## src/rtl/smm_ctrl_pkg.sv

```systemverilog
package smm_ctrl_pkg;
  typedef enum logic [1:0] {
    ENT_IDLE = 2'd0,
    ENT_REQ  = 2'd1,
    ENT_ACT  = 2'd2
  } ent_state_t;
endpackage

```

## src/rtl/smm_bus_tracker.sv

```systemverilog
module smm_bus_tracker #(
  parameter int BURST_LEN = 4
) (
  input  logic clk,
  input  logic rst_n,
  input  logic bus_start,
  input  logic bus_burst,
  input  logic bus_rdy,
  output logic busy_q,
  output logic busy_nx,
  output logic last_rdy
);
  localparam int CW = $clog2(BURST_LEN + 1);
  localparam logic [CW-1:0] ONE  = CW'(1);
  localparam logic [CW-1:0] BLEN = CW'(BURST_LEN);

  logic [CW-1:0] left_q, left_nx;

  assign last_rdy = busy_q && bus_rdy && (left_q == ONE);

  always_comb begin
    busy_nx = busy_q;
    left_nx = left_q;
    if (!busy_q && bus_start) begin
      busy_nx = 1'b1;
      left_nx = bus_burst ? BLEN : ONE;
    end else if (busy_q && bus_rdy) begin
      left_nx = left_q - ONE;
      if (left_q == ONE) busy_nx = 1'b0;
    end
  end

  always_ff @(posedge clk or negedge rst_n) begin
    if (!rst_n) begin
      busy_q <= 1'b0;
      left_q <= '0;
    end else begin
      busy_q <= busy_nx;
      left_q <= left_nx;
    end
  end

  p_done_on_rdy_r7: assert property (@(posedge clk) disable iff (!rst_n)
    $fell(busy_q) |-> $past(bus_rdy));
endmodule

```

## src/rtl/smm_entry_seq.sv

```systemverilog
module smm_entry_seq
  import smm_ctrl_pkg::*;
#(
  parameter bit HAS_WBUF = 1'b1
) (
  input  logic clk,
  input  logic rst_n,
  input  logic smm_req,
  input  logic smm_act,
  input  logic cfg_cacheable,
  input  logic cfg_overlap,
  input  logic bus_busy_nx,
  input  logic bus_last_rdy,
  output logic smi_o,
  output logic flush_o,
  output logic ewbe_o
);
  ent_state_t st_q, st_nx;
  logic accept;
  logic hold_q;

  assign accept = (st_q == ENT_IDLE) && smm_req && !smm_act;

  always_comb begin
    st_nx = st_q;
    case (st_q)
      ENT_IDLE: if (accept)   st_nx = ENT_REQ;
      ENT_REQ:  if (smm_act)  st_nx = ENT_ACT;
      ENT_ACT:  if (!smm_act) st_nx = ENT_IDLE;
      default:                st_nx = ENT_IDLE;
    endcase
  end

  always_ff @(posedge clk or negedge rst_n) begin
    if (!rst_n) st_q <= ENT_IDLE;
    else        st_q <= st_nx;
  end

  assign smi_o   = (st_q == ENT_REQ);
  assign flush_o = smi_o && (cfg_overlap || cfg_cacheable);

  generate
    if (HAS_WBUF) begin : g_wbuf
      logic hold_nx;
      always_comb begin
        hold_nx = hold_q;
        if (accept)            hold_nx = bus_busy_nx;
        else if (bus_last_rdy) hold_nx = 1'b0;
      end
      always_ff @(posedge clk or negedge rst_n) begin
        if (!rst_n) hold_q <= 1'b0;
        else        hold_q <= hold_nx;
      end
    end else begin : g_nowbuf
      assign hold_q = 1'b0;
    end
  endgenerate

  assign ewbe_o = !hold_q || bus_last_rdy;

  p_smi_until_ack_r2: assert property (@(posedge clk) disable iff (!rst_n)
    smi_o && !smm_act |=> smi_o);
  p_smi_drop_r2: assert property (@(posedge clk) disable iff (!rst_n)
    smi_o && smm_act |=> !smi_o);
  p_ignore_in_smm_r3: assert property (@(posedge clk) disable iff (!rst_n)
    smm_act && !smi_o |=> !smi_o);
endmodule

```

## src/rtl/smm_addr_steer.sv

```systemverilog
module smm_addr_steer #(
  parameter int PW = 16,
  parameter logic [PW-1:0] DEF_PAGE = 16'h0003
) (
  input  logic clk,
  input  logic rst_n,
  input  logic [PW-1:0] addr_page,
  input  logic [PW-1:0] cfg_base,
  input  logic smm_act,
  input  logic smi,
  input  logic cfg_cacheable,
  input  logic norm_ken,
  output logic smm_sel,
  output logic ken
);
  logic in_def, in_reloc;

  assign in_def   = (addr_page == DEF_PAGE);
  assign in_reloc = (addr_page == cfg_base);
  assign smm_sel  = smm_act && (in_def || in_reloc);

  always_comb begin
    if (smm_sel)                    ken = cfg_cacheable;
    else if (smi && !cfg_cacheable) ken = 1'b0;
    else                            ken = norm_ken;
  end

  p_sel_needs_act_r8: assert property (@(posedge clk) disable iff (!rst_n)
    smm_sel |-> smm_act);
endmodule

```

## src/rtl/smm_entry_ctrl.sv

```systemverilog
module smm_entry_ctrl #(
  parameter int PW = 16,
  parameter int BURST_LEN = 4,
  parameter bit HAS_WBUF = 1'b1,
  parameter logic [PW-1:0] DEF_PAGE = 16'h0003
) (
  input  logic          clk,
  input  logic          rst_n,
  input  logic          smm_req,
  input  logic          smm_act,
  input  logic          bus_start,
  input  logic          bus_burst,
  input  logic          bus_rdy,
  input  logic [PW-1:0] addr_page,
  input  logic [PW-1:0] cfg_base,
  input  logic          cfg_cacheable,
  input  logic          cfg_overlap,
  input  logic          norm_ken,
  output logic          smi_o,
  output logic          flush_o,
  output logic          ewbe_o,
  output logic          ken_o,
  output logic          smm_sel_o
);
  logic trk_busy, trk_busy_nx, trk_last;

  smm_bus_tracker #(.BURST_LEN(BURST_LEN)) u_trk (
    .clk(clk), .rst_n(rst_n),
    .bus_start(bus_start), .bus_burst(bus_burst), .bus_rdy(bus_rdy),
    .busy_q(trk_busy), .busy_nx(trk_busy_nx), .last_rdy(trk_last)
  );

  smm_entry_seq #(.HAS_WBUF(HAS_WBUF)) u_seq (
    .clk(clk), .rst_n(rst_n),
    .smm_req(smm_req), .smm_act(smm_act),
    .cfg_cacheable(cfg_cacheable), .cfg_overlap(cfg_overlap),
    .bus_busy_nx(trk_busy_nx), .bus_last_rdy(trk_last),
    .smi_o(smi_o), .flush_o(flush_o), .ewbe_o(ewbe_o)
  );

  smm_addr_steer #(.PW(PW), .DEF_PAGE(DEF_PAGE)) u_steer (
    .clk(clk), .rst_n(rst_n),
    .addr_page(addr_page), .cfg_base(cfg_base),
    .smm_act(smm_act), .smi(smi_o),
    .cfg_cacheable(cfg_cacheable), .norm_ken(norm_ken),
    .smm_sel(smm_sel_o), .ken(ken_o)
  );

  p_ewbe_gate_r6: assert property (@(posedge clk) disable iff (!rst_n)
    $rose(smi_o) && trk_busy && !trk_last |-> !ewbe_o);
  p_ken_noncache_r10: assert property (@(posedge clk) disable iff (!rst_n)
    !cfg_cacheable && (smi_o || smm_sel_o) |-> !ken_o);
endmodule

```

## config.mk

```make
export PLATFORM = sky130hd
export DESIGN_NAME = smm_entry_ctrl
export DESIGN_NICKNAME = d
export VERILOG_FILES = /design/src/rtl/smm_ctrl_pkg.sv /design/src/rtl/smm_bus_tracker.sv /design/src/rtl/smm_entry_seq.sv /design/src/rtl/smm_addr_steer.sv /design/src/rtl/smm_entry_ctrl.sv
export SDC_FILE = /design/constraint.sdc
export NUM_CORES = 1
export LEC_CHECK = 0
export ABC_CLOCK_PERIOD_IN_PS = 2750
export BUFFER_PORTS_ARGS = -buffer_cell sky130_fd_sc_hd__buf_2
export CELL_PAD_IN_SITES_DETAIL_PLACEMENT = 1
export CELL_PAD_IN_SITES_GLOBAL_PLACEMENT = 2
export CORE_AREA = 8 8 82 62
export DETAILED_ROUTE_END_ITERATION = 7
export DIE_AREA = 0 0 90 70
export HOLD_SLACK_MARGIN = 0.03
export PLACE_DENSITY = 0.66
export REMOVE_ABC_BUFFERS = 1
export SLEW_MARGIN = 20
export SYNTH_ARGS = -nofsm -noshare
export SYNTH_HDL_FRONTEND = slang
export SYNTH_SLANG_ARGS = --single-unit
```

## constraint.sdc

```tcl
create_clock -name clk -period 2.75 [get_ports clk]
set_clock_uncertainty 0.15 [all_clocks]
set_input_delay 0.825 -clock clk [delete_from_list [all_inputs] [get_ports clk]]
set_output_delay 0.825 -clock clk [all_outputs]
set_load 0.03 [all_outputs]
```

==> flow_metrics.env, run 1 <==
export IMPL_reg_to_reg_startpoint="u_seq.st_q[1]"
export IMPL_route_detailed_vias_per_inst=3.989
export IMPL_portion_of_netlist_area_occupied_by_mux_cells_pct=1.616
export IMPL_powerDensity_nw_per_um2=528.5
export IMPL_placed_area_sq_um=974.7
export IMPL_synth_cell_types=26
export IMPL_final_cell_area_sq_um=1072
export IMPL_place_detailed_hpwl_um=2200
export IMPL_place_detailed_instances=181
export IMPL_synth_seq_area_share_pct=28.28
export IMPL_placement_io_buffers=46
export IMPL_core_area_sq_um=3804
export IMPL_final_setup_tns_ns=-0.9979
export IMPL_critPathArrivalTime_ns=2.31
export IMPL_area_growth_synth_to_final_pct=73.13
export IMPL_fillerInstances=495
export IMPL_timing_worst_slew_pin_value_ns=0.4341
export IMPL_root_buffer="sky130_fd_sc_hd__clkbuf_8"
export IMPL_critPathKind="in2out"
export IMPL_clock_tree_htree_level_count=1
export IMPL_worst_setup_path_start_kind="primary input"
export IMPL_run_status="finished, violations left"
export IMPL_finalCritPeriodShare_pct=119.6
export IMPL_peak_supply_drop_mv=0.1757
export IMPL_yosys_area_share_simple_pct=27.07
export IMPL_violations="negative setup slack"
export IMPL_first_pass_iters=4
export IMPL_routed_wl_um=2525
export IMPL_final_cell_mix="43 x sky130_fd_sc_hd__buf_2, 16 x sky130_fd_sc_hd__xor2_1, 10 x sky130_fd_sc_hd__buf_4, 7 x sky130_fd_sc_hd__nand2_1, 7 x sky130_fd_sc_hd__dfrtp_1"
export IMPL_gp_congestion=0.8301
export IMPL_antenna_violating_nets_post_route=0
export IMPL_design_die_area_sq_um=6300
export IMPL_cts_hold_buffers=0
export IMPL_total_clock_buffers_created_by_cts=3
export IMPL_clkSinkCount=7
export IMPL_fin_crit_period_ns=3.290
export IMPL_maxClockFrequency_mhz=304.0
export IMPL_setup_ws_ns=-0.5399
export IMPL_synth_cells=75
export IMPL_worstPathRequired_ns=1.78
export IMPL_dominant_combinational_cell_family_by_area_after_synthesis="simple AND/OR/NAND/NOR gates"
export IMPL_initial_core_util_pct=16.28
export IMPL_setup_violations_final=2
export IMPL_groute_usage_overall_pct=7.663
export IMPL_synth_fa_ha_area_share_pct=4.040
export IMPL_floorplan_io_pins=47
export IMPL_worstSetupEndpointType="output pin"
export IMPL_die_y_um=70
export IMPL_yosys_warnings=0
export IMPL_netlist_area_sq_um=619.3
export IMPL_remaining_drc_errors=0
export IMPL_max_transition_margin_pct=70.65
export IMPL_multi_input_area_sq_um=450.4
export IMPL_die_w_um=90
export IMPL_grt_max_degree=8
export IMPL_drt_iter0_markers=14
export IMPL_postSynthAreaPerCell_sq_um=8.258
export IMPL_rsz0062_at_grt="true"
export IMPL_synthFlopType="sky130_fd_sc_hd__dfrtp_1"
export IMPL_clk_insertion_delay_late_ns=0.23
export IMPL_crit_path_max_fanout=2
export IMPL_antenna_violations_before_repair=0
export IMPL_wire_length_of_the_first_global_routing_pass_um=4077
export IMPL_total_power_mw=0.5667
export IMPL_cts_root_to_sink_buffers=2
export IMPL_worst_setup_path_startpoint="addr_page[3]"
export IMPL_grt_remaining_overflow=0
export IMPL_synth_compound_area_share_pct=11.31
export IMPL_total_area_of_sequential_cells_sq_um=175.2
export IMPL_hp_class="in2async"
export IMPL_clkSlewWorstSetupHoldPaths_ns=0.05
export IMPL_layout_commonest_cell="sky130_fd_sc_hd__buf_2"
export IMPL_hold_viol=0
export IMPL_via_count_of_the_first_global_routing_pass=855
export IMPL_edff_count_synth=0
export IMPL_final_cell_count_no_fill=186
export IMPL_asyncSetResetFlopFracSynth_pct=100.0
export IMPL_yosys_register_bits=7
export IMPL_route_vias_total=742
export IMPL_final_report_max_slew_violation_count=0
export IMPL_utilization_pct=28.19
export IMPL_cap_violations=0
export IMPL_core_rowCount=19
export IMPL_post_synth_xor_area_fraction_pct=24.04
export IMPL_drive_gt1_share_pct=48.51
export IMPL_num_antenna_cells=0
export IMPL_final_net_count=179
export IMPL_total_leakage_power_nw=0.5528
export IMPL_wl_per_cell_um=13.58
export IMPL_cts_tree="yes"
-- critical path: stages --
cell and delay [ns]:
sky130_fd_sc_hd__buf_6 0.09, sky130_fd_sc_hd__or4_4 0.54, sky130_fd_sc_hd__nor4_4 0.17, sky130_fd_sc_hd__nand3_2 0.13, sky130_fd_sc_hd__a31o_1 0.23, sky130_fd_sc_hd__a31oi_1 0.14, sky130_fd_sc_hd__buf_4 0.18
-- layout make-up --
class,count,area share (%)
clock buffers,3,3.851
clock inverters,1,0.4667
inverters,6,2.100
multi-input cells,62,42.01
flip-flops and latches,7,16.34
well taps,52,6.068
repair buffers,55,29.17
-- sequential cells by signal (all words and copies together) (netlist names) --
register	flops
u_trk.left_q	3
u_seq.hold_q	1
u_trk.busy_q	1
u_seq.st_q	2
-- final timing paths --
path | to | slack [ns] | cells after the start
worst max-delay path | ken_o | -0.54 | 7
worst min-delay path | u_trk.busy_q | 0.27 | 1
worst max register to register | u_seq.hold_q | 1.41 | 3
worst min register to register | u_seq.st_q[0] | 0.33 | 1
max in group asynchronous | u_trk.left_q[1] | 2.02 | 1
min in group clk | u_seq.st_q[0] | 0.33 | 1
-- power by group --
group	leakage [nW]	switching (mW)	internal (mW)
registers	0.0830	0.0359	0.143
clock network	0.0255	0.0502	0.0986
logic	0.444	0.129	0.111
-- Yosys cell counts, types with 2 or more instances --
cell / instances / area [sq um]
sky130_fd_sc_hd__nand2b_1: 2 / 12.51
sky130_fd_sc_hd__dfrtp_1: 7 / 175.2
sky130_fd_sc_hd__xor2_1: 16 / 140.1
sky130_fd_sc_hd__nor4_1: 6 / 37.54
sky130_fd_sc_hd__inv_1: 6 / 22.52
sky130_fd_sc_hd__nor3_1: 2 / 10.01
sky130_fd_sc_hd__nor2_1: 6 / 22.52
sky130_fd_sc_hd__nand2_1: 8 / 30.03
sky130_fd_sc_hd__a31oi_1: 2 / 12.51
sky130_fd_sc_hd__ha_1: 2 / 25.02
sky130_fd_sc_hd__o21ai_0: 3 / 15.01
-- cell families (layout without fill, tap and decap cells) --
family                   after synthesis  in the layout
XOR/XNOR                              17             17
flip-flops                             7              7
buffers and inverters                  6             65
AO/OA/AOI/OAI                         11             11
AND/OR/NAND/NOR                       31             31
adder cells (fa/ha/maj)                2              2
multiplexers                           1              1
-- metal layers --
| metal | vias up | global-route usage, % | routed length (um) |
|---|---|---|---|
| met3 | 4 | 0.6403 | 62 |
| met2 | 15 | 14.58 | 1430 |
| met5 | - | 0 | 0 |
| met4 | 0 | 3.676 | 55 |
| met1 | 343 | 8.384 | 977 |
| li1 | 380 | - | - |
-- metrics by stage --
stage          hold WS, ns  setup slack [ns]
6_report            0.2725           -0.5399
5_1_grt             0.2746           -0.6442
4_1_cts             0.2783           -0.5355
3_5_place_dp        0.3220           -0.5891
3_3_place_gp        0.3152           -0.5475
2_1_floorplan       0.2961           -0.5559
-- timing repair --
item,CTS,global route
pin swaps,3,1
setup endpoints to repair,2,2
buffers inserted,0,1
gates resized for setup,6,4
(Power assumes the default switching activity.)
==> run 2, diff against run 1 <==
Settings changed: CORE_AREA 8 8 82 62 to 8 8 81 62, DIE_AREA 0 0 90 70 to 0 0 89 70, SLEW_MARGIN 20 to default, SYNTH_HIERARCHICAL from default to 1.
==> run 2 against run 1 <==
  * The flow still finishes with violations (negative setup slack)
  * Via count shrank 3.8%
  * Worst setup slack gained 0.20 ns
  * First-iteration DRC count grew 50%
  * Synthesized cell count shrank 5.3%
  * Largest power group unchanged
==> flow_metrics.env, run 2 <==
export IMPL_place_detailed_hpwl_um=2265
export IMPL_rsz0062_at_grt="true"
export IMPL_final_net_count=171
export IMPL_final_report_max_slew_violation_count=0
export IMPL_antenna_violating_nets_post_route=0
export IMPL_clkSlewWorstSetupHoldPaths_ns=0.04
export IMPL_place_detailed_instances=173
export IMPL_placement_io_buffers=46
export IMPL_synth_cells=71
export IMPL_clk_insertion_delay_late_ns=0.22
export IMPL_gp_congestion=0.7775
export IMPL_critPathKind="in2out"
export IMPL_area_growth_synth_to_final_pct=71.40
export IMPL_synth_top_cells_by_count="16 x sky130_fd_sc_hd__xor2_1, 7 x sky130_fd_sc_hd__dfrtp_1, 7 x sky130_fd_sc_hd__nor4_1, 6 x sky130_fd_sc_hd__inv_1, 5 x sky130_fd_sc_hd__nand2_1"
export IMPL_layout_commonest_cell="sky130_fd_sc_hd__buf_2"
export IMPL_critPathArrivalTime_ns=2.11
export IMPL_die_w_um=89
export IMPL_synth_seq_area_share_pct=27.24
export IMPL_worstSetupEndpointType="output pin"
export IMPL_netlist_area_leader_share_pct=27.24
export IMPL_synth_compound_area_share_pct=10.12
export IMPL_wl_per_cell_um=14.57
export IMPL_remaining_drc_errors=0
export IMPL_synthFlopType="sky130_fd_sc_hd__dfrtp_1"
export IMPL_cts_root_to_sink_buffers=2
export IMPL_powerDensity_nw_per_um2=508.8
export IMPL_maxClockFrequency_mhz=324.0
export IMPL_run_status="finished, violations left"
export IMPL_regMostFlops="u_trk/left_q"
export IMPL_worst_r2r_setup_slack_ns=1.41
export IMPL_crit_path_max_fanout=2
export IMPL_max_transition_margin_pct=80.66
export IMPL_largest_reg_flops=3
export IMPL_cts_tree="yes"
export IMPL_final_cell_count_no_fill=178
export IMPL_synth_cell_types=27
export IMPL_cap_violations=0
export IMPL_finalCritPeriodShare_pct=112.2
export IMPL_fillerInstances=476
export IMPL_groute_layer_met3_usage_pct=1.402
export IMPL_use_met2_pct=17.65
export IMPL_total_area_of_sequential_cells_sq_um=175.2
export IMPL_antenna_violations_before_repair=0
export IMPL_num_antenna_cells=0
export IMPL_top_regs="u_trk/left_q x3, u_seq/st_q x2"
export IMPL_initial_core_util_pct=17.12
export IMPL_via_count_of_the_first_global_routing_pass=845
export IMPL_grt_busiest_layer="met2"
export IMPL_asyncSetResetFlopFracSynth_pct=100.0
export IMPL_portion_of_netlist_area_occupied_by_mux_cells_pct=5.447
export IMPL_setup_violations_final=2
export IMPL_timing_worst_slew_pin_value_ns=0.2874
export IMPL_route_detailed_vias_per_inst=4.011
export IMPL_setup_ws_ns=-0.3364
export IMPL_yosysTopAreaCell="sky130_fd_sc_hd__dfrtp_1"
export IMPL_final_setup_tns_ns=-0.6249
export IMPL_final_cell_mix="39 x sky130_fd_sc_hd__buf_2, 14 x sky130_fd_sc_hd__xor2_1, 7 x sky130_fd_sc_hd__buf_4, 7 x sky130_fd_sc_hd__dfrtp_1"
export IMPL_drt_iter0_markers=21
export IMPL_netlist_area_sq_um=643.1
export IMPL_worst_setup_path_start_kind="primary input"
export IMPL_route_vias_total=714
export IMPL_yosys_area_share_simple_pct=26.26
export IMPL_yosys_cell_count_top_type="sky130_fd_sc_hd__xor2_1"
export IMPL_die_y_um=70
export IMPL_design_die_area_sq_um=6230
export IMPL_yosys_register_bits=7
export IMPL_total_leakage_power_nw=0.5491
export IMPL_dominant_combinational_cell_family_by_area_after_synthesis="simple AND/OR/NAND/NOR gates"
export IMPL_yosys_warnings=6
export IMPL_first_pass_iters=4
export IMPL_grt_remaining_overflow=0
export IMPL_synth_top_cells_by_area="sky130_fd_sc_hd__dfrtp_1 27%, sky130_fd_sc_hd__xor2_1 22%, sky130_fd_sc_hd__nor4_1 6.8%, sky130_fd_sc_hd__ha_1 3.9%, sky130_fd_sc_hd__inv_1 3.5%"
export IMPL_edff_count_synth=0
export IMPL_drive_gt1_share_pct=52.38
export IMPL_total_clock_buffers_created_by_cts=3
export IMPL_multi_input_area_sq_um=479.2
export IMPL_root_buffer="sky130_fd_sc_hd__clkbuf_8"
export IMPL_violations="negative setup slack"
export IMPL_worstPathRequired_ns=1.78
export IMPL_floorplan_io_pins=47
export IMPL_grt_util_met1_pct=8.763
export IMPL_wire_length_of_the_first_global_routing_pass_um=4243
export IMPL_synth_fa_ha_area_share_pct=3.891
export IMPL_grt_max_degree=10
export IMPL_postSynthAreaPerCell_sq_um=9.058
export IMPL_clkSinkCount=7
export IMPL_peak_supply_drop_mv=0.1882
export IMPL_fin_worst_hold_slack_ns=0.2765
export IMPL_hold_viol=0
export IMPL_routed_wl_um=2594
export IMPL_total_power_mw=0.5609
export IMPL_core_area_sq_um=3756
export IMPL_hp_class="in2async"
export IMPL_clock_tree_htree_level_count=1
export IMPL_fin_crit_period_ns=3.086
export IMPL_post_synth_xor_area_fraction_pct=21.79
export IMPL_core_rowCount=19
export IMPL_groute_usage_overall_pct=8.762
export IMPL_pre_cts_slack_ns=-0.5444
==> run 2: changes by cell type in the layout (fill, tap and decap cells not counted), sizes merged, moves of 3 or more <==
cell   before  now
nor2        6    3
nand2       8    5
buf        55   52
nor2b       0    3
o21ai       3    0
==> run 2: cells by family after synthesis <==
logic type | after synthesis
AND/OR/NAND/NOR | 28
XOR/XNOR | 16
AO/OA/AOI/OAI | 8
buffers and inverters | 7
flip-flops | 7
multiplexers | 3
adder cells (fa/ha/maj) | 2
==> run 2: final timing paths <==
check | startpoint | endpoint | cells past startpoint
setup / recovery | addr_page[15] | ken_o | 7
hold / removal | rst_n | u_trk/left_q[0] | 1
setup reg to reg | u_trk/left_q[0] | u_seq/hold_q | 5
hold reg to reg | u_seq/st_q[1] | u_seq/st_q[0] | 1
max in group asynchronous | rst_n | u_trk/left_q[2] | 1
min in group clk | u_seq/st_q[1] | u_seq/st_q[0] | 1
==> run 2: cell type report <==
| cell class | count | area share (%) |
|---|---|---|
| well taps | 52 | 5.902 |
| flip-flops and latches | 7 | 15.89 |
| repair buffers | 52 | 28.60 |
| clock buffers | 4 | 4.086 |
| inverters | 6 | 2.043 |
| multi-input cells | 57 | 43.47 |
==> run 2: layer usage <==
layer / up-vias / part of all wire (%)
met3: 2 / 1.1
met5: - / 0
met1: 345 / 38
met4: 0 / 0.81
met2: 6 / 60
li1: 361 / -
==> run 2: power breakdown <==
group / switching, mW / internal [mW]
clock: 0.0438 / 0.100
combinational: 0.126 / 0.117
sequential: 0.0336 / 0.141
total: 0.203 / 0.358
==> run 2: metrics by stage <==
step / instance area (sq um) / util [%]
after floorplan: 631.9 / -
after global placement: 964.7 / 25.68
after detailed placement: 964.7 / 25.68
after CTS: 1062 / 28.28
after global routing: 1102 / 29.35
final: 1102 / 29.35
==> run 2: timing repair <==
action,CTS,global route
hold buffers,0,0
gates resized for setup,10,8
pin swaps,7,3
endpoints found under the hold margin,0,0
endpoints found under the setup margin,2,2
setup buffers,1,0
==> run 2: worst max-delay path, cell delays in order <==
cell and delay (ns):
sky130_fd_sc_hd__buf_2 0.12, sky130_fd_sc_hd__buf_4 0.12, sky130_fd_sc_hd__nor4_1 0.24, sky130_fd_sc_hd__nand4_1 0.21, sky130_fd_sc_hd__a31o_1 0.25, sky130_fd_sc_hd__a31oi_1 0.15
sky130_fd_sc_hd__buf_4 0.19
